$ cat src/rtl/seg_scan_pkg.sv
package seg_scan_pkg;
  function automatic int idx_width(input int n);
    return (n > 1) ? $clog2(n) : 1;
  endfunction
endpackage

$ cat src/rtl/seg_bit_cnt.sv
module seg_bit_cnt #(
  parameter int LEN_W = 4
) (
  input  logic             clk,
  input  logic             rst_n,
  input  logic             scan_en,
  input  logic             go,
  input  logic             adv,
  input  logic [LEN_W-1:0] seg_len,
  output logic             wrap
);
  logic [LEN_W-1:0] len_q;
  logic [LEN_W-1:0] cnt_q;

  assign wrap = adv && (cnt_q == len_q - 1'b1);

  always_ff @(posedge clk or negedge rst_n) begin
    if (!rst_n) begin
      cnt_q <= '0;
      len_q <= '0;
    end else if (!scan_en) begin
      cnt_q <= '0;
    end else if (go) begin
      cnt_q <= '0;
      len_q <= seg_len;
    end else if (adv) begin
      cnt_q <= wrap ? '0 : cnt_q + 1'b1;
    end
  end


  cnt_in_range_chk: assert property (@(posedge clk) disable iff (!rst_n)
    adv |-> (cnt_q < len_q));


  len_hold_chk: assert property (@(posedge clk) disable iff (!rst_n)
    (adv && !go) |=> $stable(len_q));


  start_no_reset_chk: assert property (@(posedge clk) disable iff (!rst_n)
    (adv && !wrap) |=> (cnt_q == $past(cnt_q) + 1'b1));
endmodule

$ cat src/rtl/seg_idx_cnt.sv
module seg_idx_cnt #(
  parameter int NUM_SEG = 4,
  parameter int IW      = 2
) (
  input  logic          clk,
  input  logic          rst_n,
  input  logic          scan_en,
  input  logic          go,
  input  logic          wrap,
  output logic [IW-1:0] idx,
  output logic          busy,
  output logic          done
);
  localparam logic [IW-1:0] LAST = IW'(NUM_SEG - 1);
  logic last;

  assign last = wrap && (idx == LAST);

  always_ff @(posedge clk or negedge rst_n) begin
    if (!rst_n) begin
      idx  <= '0;
      busy <= 1'b0;
      done <= 1'b0;
    end else if (!scan_en) begin
      idx  <= '0;
      busy <= 1'b0;
      done <= 1'b0;
    end else if (go) begin
      idx  <= '0;
      busy <= 1'b1;
      done <= 1'b0;
    end else if (last) begin
      idx  <= '0;
      busy <= 1'b0;
      done <= 1'b1;
    end else begin
      done <= 1'b0;
      if (wrap) idx <= idx + 1'b1;
    end
  end


  idx_step_chk: assert property (@(posedge clk) disable iff (!rst_n)
    (busy && wrap && !last) |=> (idx == $past(idx) + 1'b1));


  done_after_pass_chk: assert property (@(posedge clk) disable iff (!rst_n)
    done |-> (!busy && $past(busy)));


  abort_chk: assert property (@(posedge clk) disable iff (!rst_n)
    !scan_en |=> (!busy && !done));
endmodule

$ cat src/rtl/seg_steer.sv
module seg_steer #(
  parameter int NUM_SEG = 4,
  parameter int NUM_CH  = 2,
  parameter int IW      = 2
) (
  input  logic [IW-1:0]             idx,
  input  logic                      shifting,
  input  logic                      busy,
  input  logic [NUM_CH-1:0]         scan_in,
  input  logic [NUM_SEG*NUM_CH-1:0] seg_dout,
  output logic [NUM_SEG-1:0]        act,
  output logic [NUM_SEG*NUM_CH-1:0] seg_din,
  output logic [NUM_CH-1:0]         scan_out
);
  for (genvar k = 0; k < NUM_SEG; k++) begin : g_seg
    assign act[k] = shifting && (idx == IW'(k));
    for (genvar c = 0; c < NUM_CH; c++) begin : g_ch
      assign seg_din[k*NUM_CH+c] = act[k] ? scan_in[c] : 1'b0;
    end
  end

  always_comb begin
    scan_out = '0;
    for (int k = 0; k < NUM_SEG; k++) begin
      if (busy && idx == IW'(k)) scan_out = seg_dout[k*NUM_CH +: NUM_CH];
    end
  end
endmodule

$ cat src/rtl/seg_scan_ctrl.sv
module seg_scan_ctrl #(
  parameter int NUM_SEG = 4,
  parameter int NUM_CH  = 2,
  parameter int LEN_W   = 4
) (
  input  logic                      clk,
  input  logic                      rst_n,
  input  logic                      scan_en,
  input  logic                      start,
  input  logic [LEN_W-1:0]          seg_len,
  input  logic [NUM_CH-1:0]         scan_in,
  input  logic [NUM_SEG*NUM_CH-1:0] seg_dout,
  output logic [NUM_SEG*NUM_CH-1:0] seg_din,
  output logic [NUM_SEG-1:0]        seg_clk_en,
  output logic [NUM_CH-1:0]         scan_out,
  output logic                      busy,
  output logic                      done
);
  localparam int IW = seg_scan_pkg::idx_width(NUM_SEG);

  logic          go, adv, wrap, se_q, cap;
  logic [IW-1:0] idx;
  logic [NUM_SEG-1:0] act;

  assign go  = start && scan_en && !busy && (seg_len != '0);
  assign adv = busy && scan_en;
  assign cap = !scan_en && se_q;

  always_ff @(posedge clk or negedge rst_n) begin
    if (!rst_n) se_q <= 1'b0;
    else        se_q <= scan_en;
  end

  seg_bit_cnt #(.LEN_W(LEN_W)) u_bit (
    .clk(clk), .rst_n(rst_n), .scan_en(scan_en), .go(go), .adv(adv),
    .seg_len(seg_len), .wrap(wrap)
  );

  seg_idx_cnt #(.NUM_SEG(NUM_SEG), .IW(IW)) u_idx (
    .clk(clk), .rst_n(rst_n), .scan_en(scan_en), .go(go), .wrap(wrap),
    .idx(idx), .busy(busy), .done(done)
  );

  seg_steer #(.NUM_SEG(NUM_SEG), .NUM_CH(NUM_CH), .IW(IW)) u_steer (
    .idx(idx), .shifting(adv), .busy(busy), .scan_in(scan_in),
    .seg_dout(seg_dout), .act(act), .seg_din(seg_din), .scan_out(scan_out)
  );

  assign seg_clk_en = cap ? '1 : act;


  one_active_chk: assert property (@(posedge clk) disable iff (!rst_n)
    adv |-> ($countones(seg_clk_en) == 1));


  capture_all_chk: assert property (@(posedge clk) disable iff (!rst_n)
    (!scan_en && se_q) |-> (&seg_clk_en));


  zero_len_chk: assert property (@(posedge clk) disable iff (!rst_n)
    (start && scan_en && !busy && seg_len == '0) |=> !busy);


  idle_quiet_chk: assert property (@(posedge clk) disable iff (!rst_n)
    !busy |-> (scan_out == '0 && seg_din == '0));
endmodule

$ cat config.mk
export PLATFORM = sky130hd
export DESIGN_NAME = seg_scan_ctrl
export DESIGN_NICKNAME = d
export VERILOG_FILES = /design/src/rtl/seg_scan_pkg.sv /design/src/rtl/seg_bit_cnt.sv /design/src/rtl/seg_idx_cnt.sv /design/src/rtl/seg_steer.sv /design/src/rtl/seg_scan_ctrl.sv
export SDC_FILE = /design/constraint.sdc
export NUM_CORES = 1
export LEC_CHECK = 0
export BUFFER_PORTS_ARGS = -buffer_cell sky130_fd_sc_hd__buf_2
export CORE_ASPECT_RATIO = 0.9
export CORE_UTILIZATION = 35
export CTS_CLUSTER_DIAMETER = 120
export DETAILED_ROUTE_END_ITERATION = 10
export SLEW_MARGIN = 25
export SYNTH_ARGS = -nofsm -noshare
export SYNTH_HDL_FRONTEND = slang
export SYNTH_SLANG_ARGS = --single-unit
export TNS_END_PERCENT = 50
$ cat constraint.sdc
create_clock -name clk -period 2.39 [get_ports clk]
set_input_delay 0.1195 -clock clk [delete_from_list [all_inputs] [get_ports clk]]
set_output_delay 0.1195 -clock clk [all_outputs]
set_load 0.01 [all_outputs]
[Word level (Yosys, flattened, before mapping)]
Cells that the tools add are included.
Word-level totals
  register bits after elaboration: 13
  input bits: 18
  output and inout bits: 16
  logic and storage cells: 63
Cells by class
  $add $sub $neg: 3
  equal/unequal tests: 7
  muxes and demuxes: 27
  reductions and logical operators: 20
Operators by type and width (number)
  $mux W4: 5
  $mux W2: 8
  $logic_and A1 B1 Y1: 15
  $mux W1: 14
  $ne A3 B1 Y1 const B: 2
  $add A4 B1 Y4 const B: 1
  $eq A2 B2 Y1 const B: 2
  $eq A4 B4 Y1: 1
  $ne A4 B1 Y1 const B: 1
  $reduce_bool A4 Y1: 1
  $sub A4 B1 Y4 const B: 1
  $add A2 B1 Y2 const B: 1
  $eq A2 B1 Y1 const B: 1
  $logic_not A1 Y1: 2
  $logic_not A2 Y1: 1
  $reduce_and A2 Y1: 1

[Longest topological paths before layout]
Gate-level depths: netlist of run 1.
  depth in word-level cells: 7
  gate-level depth with buffers: 6
  gate-level depth less buffers: 6

[Hierarchy]
From an unflattened synthesis of run 1, not the netlist that was laid out.
Unflattened totals
  cell total of the unflattened synthesis: 80
  area, all modules: 849.6 µm²
Modules (own cells, without submodules)
  seg_bit_cnt: times used 1, cells an instance 39, area an instance 442.9 µm², sequential area each 200.2 µm²
  seg_idx_cnt: times used 1, cells an instance 15, area an instance 178.9 µm², sequential area each 100.1 µm²
  seg_steer: times used 1, cells an instance 16, area an instance 150.1 µm², sequential area each 0.0 µm²
  seg_scan_ctrl: times used 1, cells an instance 10, area an instance 77.6 µm², sequential area each 25.0 µm²

[Worst setup path before layout of run 1]
OpenSTA, ideal clock, no wires.
  path type: reg2reg
  start point: register u_bit.len_q[0]
  end point: register u_idx.idx[0]
  setup time: 0.128 ns
  arrival time: 1.586 ns
  data required time: 2.262 ns
  path slack: 0.677 ns
  stages on the path, launching flop included: 7
  path buffers: 0
  clock period less this slack: 1.713 ns
  cell sequence: dfrtp_1 > inv_1 > ha_1 > xnor3_1 > nand4_1 > nor2_4 > mux2_1
On the way
  cells in the longest elaborated chain, start to end: 7
  elaborated cells on any way between the ends: 8
  those cells by class: add/sub (1); eq/ne (2); mux (3); reduce/logical (2)
Ends and longest elaborated chain
  start, declared: line seg_bit_cnt.sv:12  | logic [LEN_W-1:0] len_q;
  start signal, assigned: line seg_bit_cnt.sv:25  | len_q <= seg_len;
  $sub A4 B1 Y4 *: line seg_bit_cnt.sv:15  | assign wrap = adv && (cnt_q == len_q - 1'b1);
  $eq A4 B4 Y1 *: line seg_bit_cnt.sv:15
  $logic_and A1 B1 Y1 *: line seg_bit_cnt.sv:15
  $logic_and A1 B1 Y1: line seg_idx_cnt.sv:17  | assign last = wrap && (idx == LAST);
  $mux W2: line seg_idx_cnt.sv:32  | end else if (last) begin
  $mux W2: line seg_idx_cnt.sv:28  | end else if (go) begin
  $mux W2: line seg_idx_cnt.sv:24  | end else if (!scan_en) begin
  end signal, assigned: line seg_idx_cnt.sv:38  | if (wrap) idx <= idx + 1'b1;
  end, declared: line seg_idx_cnt.sv:10  | output logic [IW-1:0] idx,
Every way passes the cells marked *; elsewhere a longest branch is shown, timed or not.
A chain may end at the register's enable or synchronous reset.

[Worst setup path in the final report of run 1]
  start point: register u_idx.idx[0]
  end point: output scan_out[1]
On the way
  cells in the longest elaborated chain, start to end: 6
  elaborated cells on any way between the ends: 12
  those cells by class: eq/ne (3); mux (4); reduce/logical (5)
Ends and longest elaborated chain
  $logic_not A2 Y1: line seg_steer.sv:25  | if (busy && idx == IW'(k)) scan_out = seg_dout[k*NUM_CH +: NUM_CH];
  $logic_and A1 B1 Y1: line seg_steer.sv:25
  $mux W2 (3 in series): line seg_steer.sv:25
  $mux W2 *: line seg_steer.sv:25
  end, declared: line seg_scan_ctrl.sv:15  | output logic [NUM_CH-1:0] scan_out,
Marked as above.

==> summary.txt, run 1 <==
Worst setup path
  • Crit path max-delay family: compound AO/OA/AOI/OAI gates
  • CP Launch Type: flip-flop
  • Crit Path Class: reg -> out
  • RR Endpoint: u_idx.idx[1]
  • R2R Path Start: u_bit.len_q[0]
  • Setup slack, reg-to-reg: 540 ps
  • Critical path, cell by cell: inv_1 > ha_1 > nor2b_1 > a221oi_1 > a211o_1 > a21oi_1 > buf_2
  • R2R cell count: 6
  • Worst Path Required: 2270 ps
  • Worst setup EP type: output pin
  • WP buf/inv: 2
  • Crit-path slowest cell: dfrtp_1
  • WP data arrival: roughly 1900 ps
  • Crit Path Max Fanout: 4
  • Max incr delay on CP: 420 ps

Power and ir drop
  • Pwr dens: around 480 nW/µm²
  • P_leak: 0.622 nW
  • Combinational group share of total power: around a quarter
  • Pwr Total: between 0.5 and 0.6 mW
  • Net Sw Frac: a little under a third
  • Clock network fraction of total power: about a quarter
  • Worst vdd ir: roughly 0.00038 V
  • Switch Pwr: about 0.16 mW
  • Seq pwr share: 47.8%
  • Internal: approximately 0.37 mW

Global route
  • GRT Total Usage: approximately 15%
  • Largest net degree at the start of global routing: 14
  • Initial antenna violation count: 0
  • First-pass GRT wire length: ~3.2 mm
  • Vias in the first global route: between 700 and 800
  • GR Overflow Total: 0

Synth
  • Synth Instances: 97
  • Async SR Flop Fraction: 100%
  • Yosys warns: 0
  • Library cells used by synthesis: 31
  • Syn nets: approximately 120
  • Share of the synthesized area in the top cell type: between 30% and 40%
  • Sequential share of the synthesized area: a little over a third
  • Top FF cell, synth: dfrtp_1
  • Largest area contributor in the netlist: dfrtp_1
  • Post-synth EDFFs: 0
  • Post-synthesis register bit count: 13
  • Synth Cell Area: 902 µm²
  • Synthesized area per cell: between 9 and 10 µm²
  • Largest cells by area after synthesis: dfrtp_1 (36%), ha_1 (8.3%), and3_1 (5.5%)

Drt
  • Antenna Violating Nets Remaining: 0
  • First drt pass iteration count: 4
  • Drt initial violations: 14
  • Vias per cell: roughly 5.1
  • Drt wl/cell: 12.2 µm
  • Vias: around 820
  • Remaining DRCs: 0
  • Total wire length: roughly 2.0 mm

Die
  • Starting Density: about 37%
  • Core Area: 2450 µm²
  • Die area: around 2800 µm²
  • I/O pin total: 34
  • Die Ht: approximately 50 µm
  • FP Rows: 17
  • Die Wd: 55.5 µm

STA
  • Tightest Pin Transition: 417 ps
  • Minimum clock period: roughly 2000 ps
  • Rel. slew slack: 71.8%
  • Slew Viols, Final: 0
  • Fmax: approximately 500 MHz
  • Setup ws final: between 300 and 400 ps
  • Fin crit share: between 80% and 90%
  • Worst Skew: slightly above 0.6 ps
  • Unrepaired setup endpoints after global routing: false
  • Final Hold Fails: 0
  • Hold Slack: approximately 11 ps
  • Setup TNS: 0 ps
  • Final Setup Violations: 0

CTS
  • CTS tree: yes
  • Clk root buf: clkbuf_4
  • CTS sink cnt: 13
  • CTS buffer count: 3
  • Clock Path Buffers: 2
  • Reg clk slew, reported paths: about 80 ps
  • Resize count post-CTS: 0
  • H-tree level count: 1
  • Postcts setup bufs: 0
  • Worst-Skew Late Latency: roughly 280 ps
  • Cts hold-fix bufs: 1

Layout
  • Area of the multi-input gates: about 530 µm²
  • Final Non-Filler Cells: 160
  • Register area: about 330 µm²
  • Core Util, Final: 46.0%
  • Antenna cells: 0
  • Final nets: roughly 160
  • Number of fill cells: 240
  • Layout cells sized above 1: between 20% and 30%
  • Final instance area: 1130 µm²
  • Layout area overhead: 24.8%

Placed design
  • Input/output buffers: 33
  • Placed Cells: between 150 and 200
  • Placed Area: about 1100 µm²
  • Setup slack after placement: roughly 550 ps
  • Post-DP HPWL: approximately 1.5 mm
  • Gp weighted congestion: ~0.80

Status
  • Status: finished, final reports clean

Job
  • Number of max-cap violations: 0

Min path
  • HP Class: in -> reg
  • Hold path endpoint: se_q
  • Hold_sp: scan_en
  • Hold Crit Depth: 1
-- synth_stat cells (all sizes together) (2+ instances only) --
| cell type | n |
|---|---|
| ha | 6 |
| dfrtp | 13 |
| xnor2 | 3 |
| xor2 | 3 |
| inv | 9 |
| nand3 | 2 |
| and3 | 8 |
| a221oi | 3 |
| a211o | 2 |
| a22o | 4 |
| mux2 | 2 |
| nor3 | 3 |
| and2 | 2 |
| nand2 | 13 |
| nor2 | 4 |
| o31ai | 4 |
| clkbuf | 2 |
| a21oi | 2 |
-- how the worst max path moves through the flow --
stage                         from           end  slack [ps]  depth (start not counted)
finish                u_idx.idx[0]   scan_out[1]         400                          7
global route          u_idx.idx[0]   scan_out[1]         250                          7
detailed placement  u_bit.len_q[0]  u_idx.idx[1]         550                          6
floorplan           u_bit.len_q[0]  u_idx.idx[0]         680                          6
CTS                   u_idx.idx[0]   scan_out[1]         390                          7
global placement    u_bit.len_q[0]  u_idx.idx[1]         580                          6
-- power by group through the flow --
stage | Combinational, mW | Sequential (mW) | Clock [mW]
3_5_place_dp | 0.142 | 0.262 | 0
2_1_floorplan | 0.0963 | 0.257 | 0
5_1_grt | 0.162 | 0.260 | 0.153
4_1_cts | 0.145 | 0.257 | 0.143
3_3_place_gp | 0.140 | 0.260 | 0
6_report | 0.143 | 0.257 | 0.137
-- cell usage in the layout (no fill, tap or decap), types with 2 or more instances in the layout --
master    instances
a211o_1           2
a21oi_1           2
a221oi_1          3
a22o_1            4
and2_1            2
and3_1            8
buf_2            33
clkbuf_4          3
dfrtp_1          13
ha_1              6
inv_1             9
mux2_1            2
nand2_1          13
nand3_1           2
nor2_1            3
nor3_1            3
o31ai_1           4
xnor2_1           3
xor2_1            3
-- registers in the layout (all words and copies together) (netlist names) --
name         count
u_bit.cnt_q      4
u_bit.len_q      4
u_idx.idx        2
se_q             1
u_idx.busy       1
u_idx.done       1
-- kinds of logic (layout without fill, tap and decap cells) --
logic type	after synthesis	in the layout	synth area share (%)
AOI/OAI and AO/OA	20	20	18.2
muxes	2	2	2.50
buffers and inverters	12	47	5.13
DFF	13	13	36.1
adders and majority gates	6	6	8.32
and+or+nand+nor	37	37	21.5
xor gates and xnor gates	7	7	8.32
-- metal layers --
metal  GRT usage [%]  wire length (µm)  vias up
li1                -                 -      422
met1            19.2               880      389
met2            23.7              1000       11
met3            5.67                76        0
met4            2.92                 0        0
met5               0                 0        -
-- layout make-up --
cell class | count | share of cell area [%]
sequential | 13 | 28.9
timing repair buffer | 34 | 15.6
tap | 28 | 3.11
multi-input combinational | 72 | 47.1
clock buffer | 4 | 2.33
inverter | 9 | 3.00
No activity file was read; power rests on OpenSTA's default activity.
==> run 2: changes to the inputs <==
- ABC_AREA: unset -> 1
- clock period: 2.39 -> 1.7 ns (I/O delays scaled with it)
==> run 2 against run 1 <==
Against the previous run: sequential power grew 56%; routed wire length increased by 5.5%; core utilization is 1.8 points higher; clock skew up 3.6 ps; cell area grew 6.6%; critical endpoint is now u_idx.idx[1]; die area increased by 4.9%; largest cell class unchanged; non-clock buffer count grew 2; critical path depth stayed put.
==> summary.txt, run 2 <==
Synth
  • Syn nets: approximately 160
  • Mux share of post-synthesis cell area: 0%
  • Largest area contributor in the netlist: dfrtp_1
  • Largest cells by area after synthesis: dfrtp_1 (34%), nand2_1 (18%), ha_1 (7.9%)
  • Synth cell count leaders: nand2_1 (46), inv_1 (19), dfrtp_1 (13)
  • Post-synthesis register bit count: 13
  • Main combinational cell family by area after synthesis: simple AND/OR/NAND/NOR gates
  • Adder-cell area share of the yosys netlist: roughly 8%
  • Yosys warns: 0
  • Sequential share of the synthesized area: roughly a third
  • Top FF cell, synth: dfrtp_1
  • Async SR Flop Fraction: between 90% and 100%
  • Library cells used by synthesis: 21
  • Post-synth EDFFs: 0
  • Top-count cell post-synth: nand2_1
  • Share of the synthesized area in the top cell type: between 30 and 40%
  • Synth Area in Compound Gates: roughly 8%
  • Synth Area in XOR/XNOR: less than 1%
  • Synthesized area per cell: between 6 and 7 µm²
  • Post-Synth Simple-Gate Area: between 30% and 40%
  • Synth Instances: 137
  • Synth Cell Area: 948 µm²

Power and ir drop
  • Combinational group share of total power: ~37%
  • Net Sw Frac: 37.4%
  • Clock network fraction of total power: 20.0%
  • Seq pwr share: 42.7%
  • Switch Pwr: 0.351 mW
  • Pwr dens: around 780 nW/µm²
  • P_leak: between 0.6 and 0.7 nW
  • Worst vdd ir: between 0.0005 and 0.0006 V
  • Internal: ~0.6 mW

Die
  • Die Wd: roughly 57 µm
  • Die area: ~2900 µm²
  • I/O pin total: 34
  • Die Ht: 51.4 µm
  • FP Rows: 17
  • Starting Density: a little under two fifths
  • Core Area: ~2500 µm²

Status
  • Status: finished, final reports clean

Worst setup path
  • Max incr delay on CP: between 300 and 400 ps
  • Critical path, cell by cell: inv_1 > ha_1 > xnor2_1 > nor2_4 > nand3_4 > nand2_2 > o22ai_1
  • Crit Path Max Fanout: 5
  • Worst setup EP type: flip-flop
  • Crit-path slowest cell: dfrtp_1
  • RR Endpoint: u_idx.idx[1]
  • WP data arrival: approximately 1800 ps
  • R2R Path Start: u_bit.len_q[0]
  • R2R cell count: 7
  • Setup slack, reg-to-reg: ~130 ps
  • CP Launch Type: flip-flop
  • Crit Path Class: reg -> reg
  • WP buf/inv: 1
  • Worst Path Required: 1890 ps
  • Crit path max-delay family: flip-flops

STA
  • Fin crit share: 92.3%
  • Fmax: approximately 640 MHz
  • Final Setup Violations: 0
  • Final Hold Fails: 0
  • Rel. slew slack: 78.5%
  • Slew Viols, Final: 0
  • Tightest Pin Transition: roughly 320 ps
  • Unrepaired setup endpoints after global routing: false
  • Setup ws final: 131 ps
  • Worst Skew: roughly 4.2 ps
  • Minimum clock period: ~1600 ps
  • Setup TNS: 0 ps

Drt
  • Total wire length: a little over 2 mm
  • Drt initial violations: 20
  • Remaining DRCs: 0
  • Drt wl/cell: 10.1 µm
  • Vias: 945
  • Vias per cell: 4.63
  • First drt pass iteration count: 4
  • Antenna Violating Nets Remaining: 0

Placed design
  • Post-DP HPWL: ~1.7 mm
  • Placed Cells: approximately 200
  • Input/output buffers: 33
  • Setup slack after placement: about 140 ps
  • Gp weighted congestion: 0.714

Global route
  • Met1 Use GR: about 20%
  • Initial antenna violation count: 0
  • Met3 GRT Util: between 4 and 5%
  • GR Overflow Total: 0
  • GR Layer Usage met2: ~27%
  • Largest net degree at the start of global routing: 14
  • GRT Total Usage: 15.7%
  • GRT busiest layer: met2
  • First-pass GRT wire length: between 3 and 4 mm
  • Vias in the first global route: 828

Layout
  • Layout area overhead: 26.5%
  • Layout cells sized above 1: between 20% and 30%
  • Commonest non-fill, non-tap cells in the layout: nand2_1 (46), buf_2 (33), inv_1 (17), dfrtp_1 (13), nor2_1 (11)
  • Top Registers: u_bit.cnt_q (4), u_bit.len_q (4), u_idx.idx (2)
  • Commonest non-fill, non-tap cell in the layout: nand2_1
  • Antenna cells: 0
  • Final Non-Filler Cells: 204
  • Number of fill cells: about 250
  • Final nets: 201

CTS
  • Worst-Skew Late Latency: ~270 ps
  • H-tree level count: 1
  • CTS sink cnt: 13
  • CTS buffer count: 3
  • Postcts setup bufs: 0
  • CTS tree: yes
  • Clock Path Buffers: 2
  • Clk root buf: clkbuf_4
  • Reg clk slew, reported paths: roughly 80 ps

Job
  • Number of max-cap violations: 0

Min path
  • Hold path endpoint: u_bit.len_q[3]
  • Hold Crit Depth: 3
  • Hold_sp: seg_len[3]
  • HP Class: in -> reg
-- run 2: cell types whose count changed in the layout (fill, tap and decap cells not counted), moves of 4 or more --
| cell | change |
|---|---|
| nand2_1 | +33 |
| and3_1 | -8 |
| inv_1 | +8 |
| nor2_1 | +8 |
| nand3_1 | +7 |
| o21ai_1 | +5 |
| a22o_1 | -4 |
| inv_2 | +4 |
| o31ai_1 | -4 |
-- run 2: logic make-up after synthesis --
family / after synthesis
AO/OA/AOI/OAI: 13
XOR/XNOR: 1
adder cells (fa/ha/maj): 6
buffers and inverters: 25
flip-flops: 13
AND/OR/NAND/NOR: 79
-- run 2: power by group through the flow --
stage	Sequential (mW)	Combinational (mW)	Clock, mW
after floorplan	0.394	0.267	0
after global placement	0.406	0.342	0
after detailed placement	0.407	0.349	0
after CTS	0.401	0.355	0.193
after global routing	0.409	0.405	0.209
final	0.401	0.350	0.188
-- run 2: final cells by class --
type	instances	area, µm²	share of cell area [%]
Multi-Input combinational cell	99	531	44.2
Sequential cell	13	325	27.1
Timing Repair Buffer	36	193	16.1
Inverter	24	90.1	7.51
Tap cell	28	35.0	2.92
Clock buffer	4	26.3	2.19
-- run 2: worst register-to-register path, delay by kind of cell (launching register included) --
| family | cells | cell delay (ps) |
|---|---|---|
| flops | 1 | 390 |
| simple gates | 3 | 290 |
| xor+xnor | 1 | 270 |
| fa+ha+maj | 1 | 300 |
| buf+inv | 1 | 90 |
| compound gates | 1 | 140 |
-- run 2: worst max path at each step --
stage,startpoint,endpoint,slack [ps],cells past startpoint
finish,u_bit.len_q[0],u_idx.idx[1],130,7
global route,u_idx.idx[1],scan_out[1],30,9
CTS,u_bit.len_q[0],u_idx.idx[1],100,7
detailed placement,u_bit.len_q[0],u_idx.idx[1],140,7
global placement,u_bit.len_q[0],u_bit.cnt_q[1],240,7
floorplan,u_bit.len_q[0],u_bit.cnt_q[1],300,7
-- run 2: stage by stage --
stage                     hold slack (ps)  utilization, %  cell area (µm²)  power, mW
after floorplan                      -211               -              948      0.661
after global placement              -12.1            45.8             1150      0.749
after detailed placement            -8.93            45.8             1150      0.756
after CTS                            47.8            47.6             1190      0.949
after global routing                 68.1            47.8             1200       1.02
final                                49.7            47.8             1200      0.939
-- run 2: routing by layer --
metal	up-vias	part of all wire, %
met5	-	0
met3	2	3.0
li1	510	-
met4	0	0.58
met1	421	48
met2	12	48
-- run 2: what timing repair did --
| item | CTS | global route |
|---|---|---|
| resized for setup | 0 | 4 |
| hold buffers | 2 | 0 |
| endpoints found under the hold margin | 14 | 0 |
| endpoints found under the setup margin | 0 | 2 |
==> run 3: changes to the inputs <==
- PLACE_DENSITY_LB_ADDON: unset -> 0.15
==> run 3 against run 2 <==
Against the previous run: the run now ends with design-rule violations left; critical path depth unchanged; first-iteration DRC count up 95%; non-clock buffer count unchanged; setup slack better by 7.1 ps; worst hold slack better by 1.9 ps; clock power up 4%; cell area up 1.1%.
==> summary.txt, run 3 (same netlist as run 2, synthesis figures left out) <==
Status
  • Status: finished, violations left
  • Failing checks: design-rule violations

Drt
  • Drt wl/cell: 11.0 µm
  • Vias per cell: just under 5
  • Vias: just under 1k
  • First drt pass iteration count: 7
  • Total wire length: 2.25 mm
  • Remaining DRCs: 2
  • Antenna Violating Nets Remaining: 0
  • Drt initial violations: 39

Die
  • Starting Density: 37.8%
  • Core Area: between 2000 and 3000 µm²
  • Die Wd: about 57 µm
  • Die area: 2920 µm²
  • FP Rows: 17
  • I/O pin total: 34
  • Die Ht: slightly above 50 µm

Layout
  • Layout cells sized above 1: a little under a third
  • Commonest non-fill, non-tap cells in the layout: nand2_1 (45), buf_2 (33), inv_1 (17), dfrtp_1 (12), nor2_1 (11)
  • Area of the multi-input gates: between 500 and 600 µm²
  • Final nets: between 200 and 250
  • Top Registers: u_bit.cnt_q (4), u_bit.len_q (4), u_idx.idx (2)
  • Layout area overhead: 28.0%
  • Number of fill cells: 262
  • Register area: about 330 µm²
  • Commonest non-fill, non-tap cell in the layout: nand2_1
  • Final Non-Filler Cells: 204
  • Final instance area: 1210 µm²
  • Antenna cells: 0

CTS
  • Clock Path Buffers: 2
  • CTS tree: yes
  • Worst-Skew Late Latency: about 270 ps
  • CTS sink cnt: 13
  • H-tree level count: 1
  • Reg clk slew, reported paths: about 80 ps
  • CTS buffer count: 3
  • Clk root buf: clkbuf_4
  • Postcts setup bufs: 0

Power and ir drop
  • Combinational group share of total power: between 30 and 40%
  • P_leak: 0.683 nW
  • Clock network fraction of total power: 20.5%
  • Worst vdd ir: around 0.00054 V
  • Pwr dens: 790 nW/µm²
  • Switch Pwr: ~0.37 mW
  • Net Sw Frac: between 30% and 40%
  • Seq pwr share: a little over two fifths
  • Internal: a little under 0.6 mW

Worst setup path
  • Setup crit start: u_bit.len_q[0]
  • Worst Path Required: 1890 ps
  • Crit-path slowest cell: dfrtp_1
  • Setup slack, reg-to-reg: around 140 ps
  • Critical path, cell by cell: inv_1 > ha_1 > xnor2_1 > nor2_4 > nand3_4 > nand2_2 > o22ai_1
  • R2R cell count: 7
  • Crit Path Max Fanout: 5
  • R2R Path Start: u_bit.len_q[0]
  • WP data arrival: about 1800 ps
  • Critical Path End: u_idx.idx[0]
  • Worst setup EP type: flip-flop
  • RR Endpoint: u_idx.idx[0]
  • Max incr delay on CP: ~380 ps
  • Crit Path Class: reg -> reg
  • CP Launch Type: flip-flop

STA
  • Final Setup Violations: 0
  • Setup ws final: around 140 ps
  • Final Hold Fails: 0
  • Slew Viols, Final: 0
  • Minimum clock period: about 1600 ps
  • Setup TNS: 0 ps
  • Fmax: between 600 and 700 MHz
  • Worst Skew: about 1.4 ps
  • Unrepaired setup endpoints after global routing: false
  • Rel. slew slack: about four fifths
  • Fin crit share: 91.9%
  • Tightest Pin Transition: ~310 ps

Min path
  • Hold Crit Depth: 3
  • HP Class: in -> reg

Global route
  • Vias in the first global route: about 860
  • GRT Total Usage: about 17%
  • Initial antenna violation count: 0
  • First-pass GRT wire length: 3.71 mm
  • Largest net degree at the start of global routing: 14
  • GR Overflow Total: 0

Placed design
  • Input/output buffers: 33
  • Setup slack after placement: around 120 ps
  • Placed Cells: between 150 and 200
  • Gp weighted congestion: around 0.76
  • Placed Area: ~1100 µm²
  • Post-DP HPWL: roughly 1.9 mm

Job
  • Number of max-cap violations: 0
==> run 3: cell counts in the layout (fill, tap and decap cells not counted) <==
No cell type changed its count.
==> run 3: worst max-delay path: cells and delay by family, from the launching register on <==
family / cells / cell delay, ps
AOI/OAI and AO/OA: 1 / 150
buffers and inverters: 1 / 80
and+or+nand+nor: 3 / 290
DFF: 1 / 380
xor gates and xnor gates: 1 / 250
adders and majority gates: 1 / 310
==> run 3: per-layer routing <==
| metal | up-vias | wire length (µm) | GRT usage, % |
|---|---|---|---|
| met5 | - | 0 | 0 |
| met4 | 0 | 0 | 2.44 |
| met3 | 0 | 101 | 5.57 |
| met2 | 15 | 1120 | 28.6 |
| met1 | 465 | 1030 | 20.6 |
| li1 | 506 | - | - |
==> run 3: stage by stage <==
step	power, mW	hold slack (ps)	utilization [%]
after detailed placement	0.768	-6.26	45.8
after global routing	1.05	48.6	48.4
after floorplan	0.661	-211	-
after global placement	0.752	-14.2	45.8
final	0.959	51.6	48.4
after CTS	0.972	48.3	47.6
==> run 3: worst min path at each step <==
stage | start | end | slack (ps)
final | seg_len[2] | u_bit.len_q[2] | 50
after global routing | seg_len[3] | u_bit.len_q[3] | 50
after CTS | seg_len[2] | u_bit.len_q[2] | 50
after detailed placement | rst_n | u_bit.len_q[2] | -6
after global placement | rst_n | u_bit.len_q[2] | -10
after floorplan | rst_n | se_q | -210
==> run 3: area by class of cell <==
class / instances / area share (%)
Multi-Input combinational cell: 99 / 44.7
Sequential cell: 13 / 26.9
Timing Repair Buffer: 36 / 15.9
Inverter: 24 / 7.42
Tap cell: 28 / 2.89
Clock buffer: 4 / 2.16
==> run 3: power by group through the flow <==
stage	Clock (mW)	Sequential, mW	Combinational (mW)
6_report	0.196	0.403	0.359
5_1_grt	0.225	0.409	0.414
4_1_cts	0.205	0.403	0.363
3_5_place_dp	0	0.410	0.358
3_3_place_gp	0	0.405	0.347
2_1_floorplan	0	0.394	0.267
==> run 3: timing repair <==
action                                  4_1_cts  5_1_grt
endpoints found under the setup margin        0        2
gates resized for setup                       0        7
hold buffers                                  2        0
hold endpoints to repair                     14        0
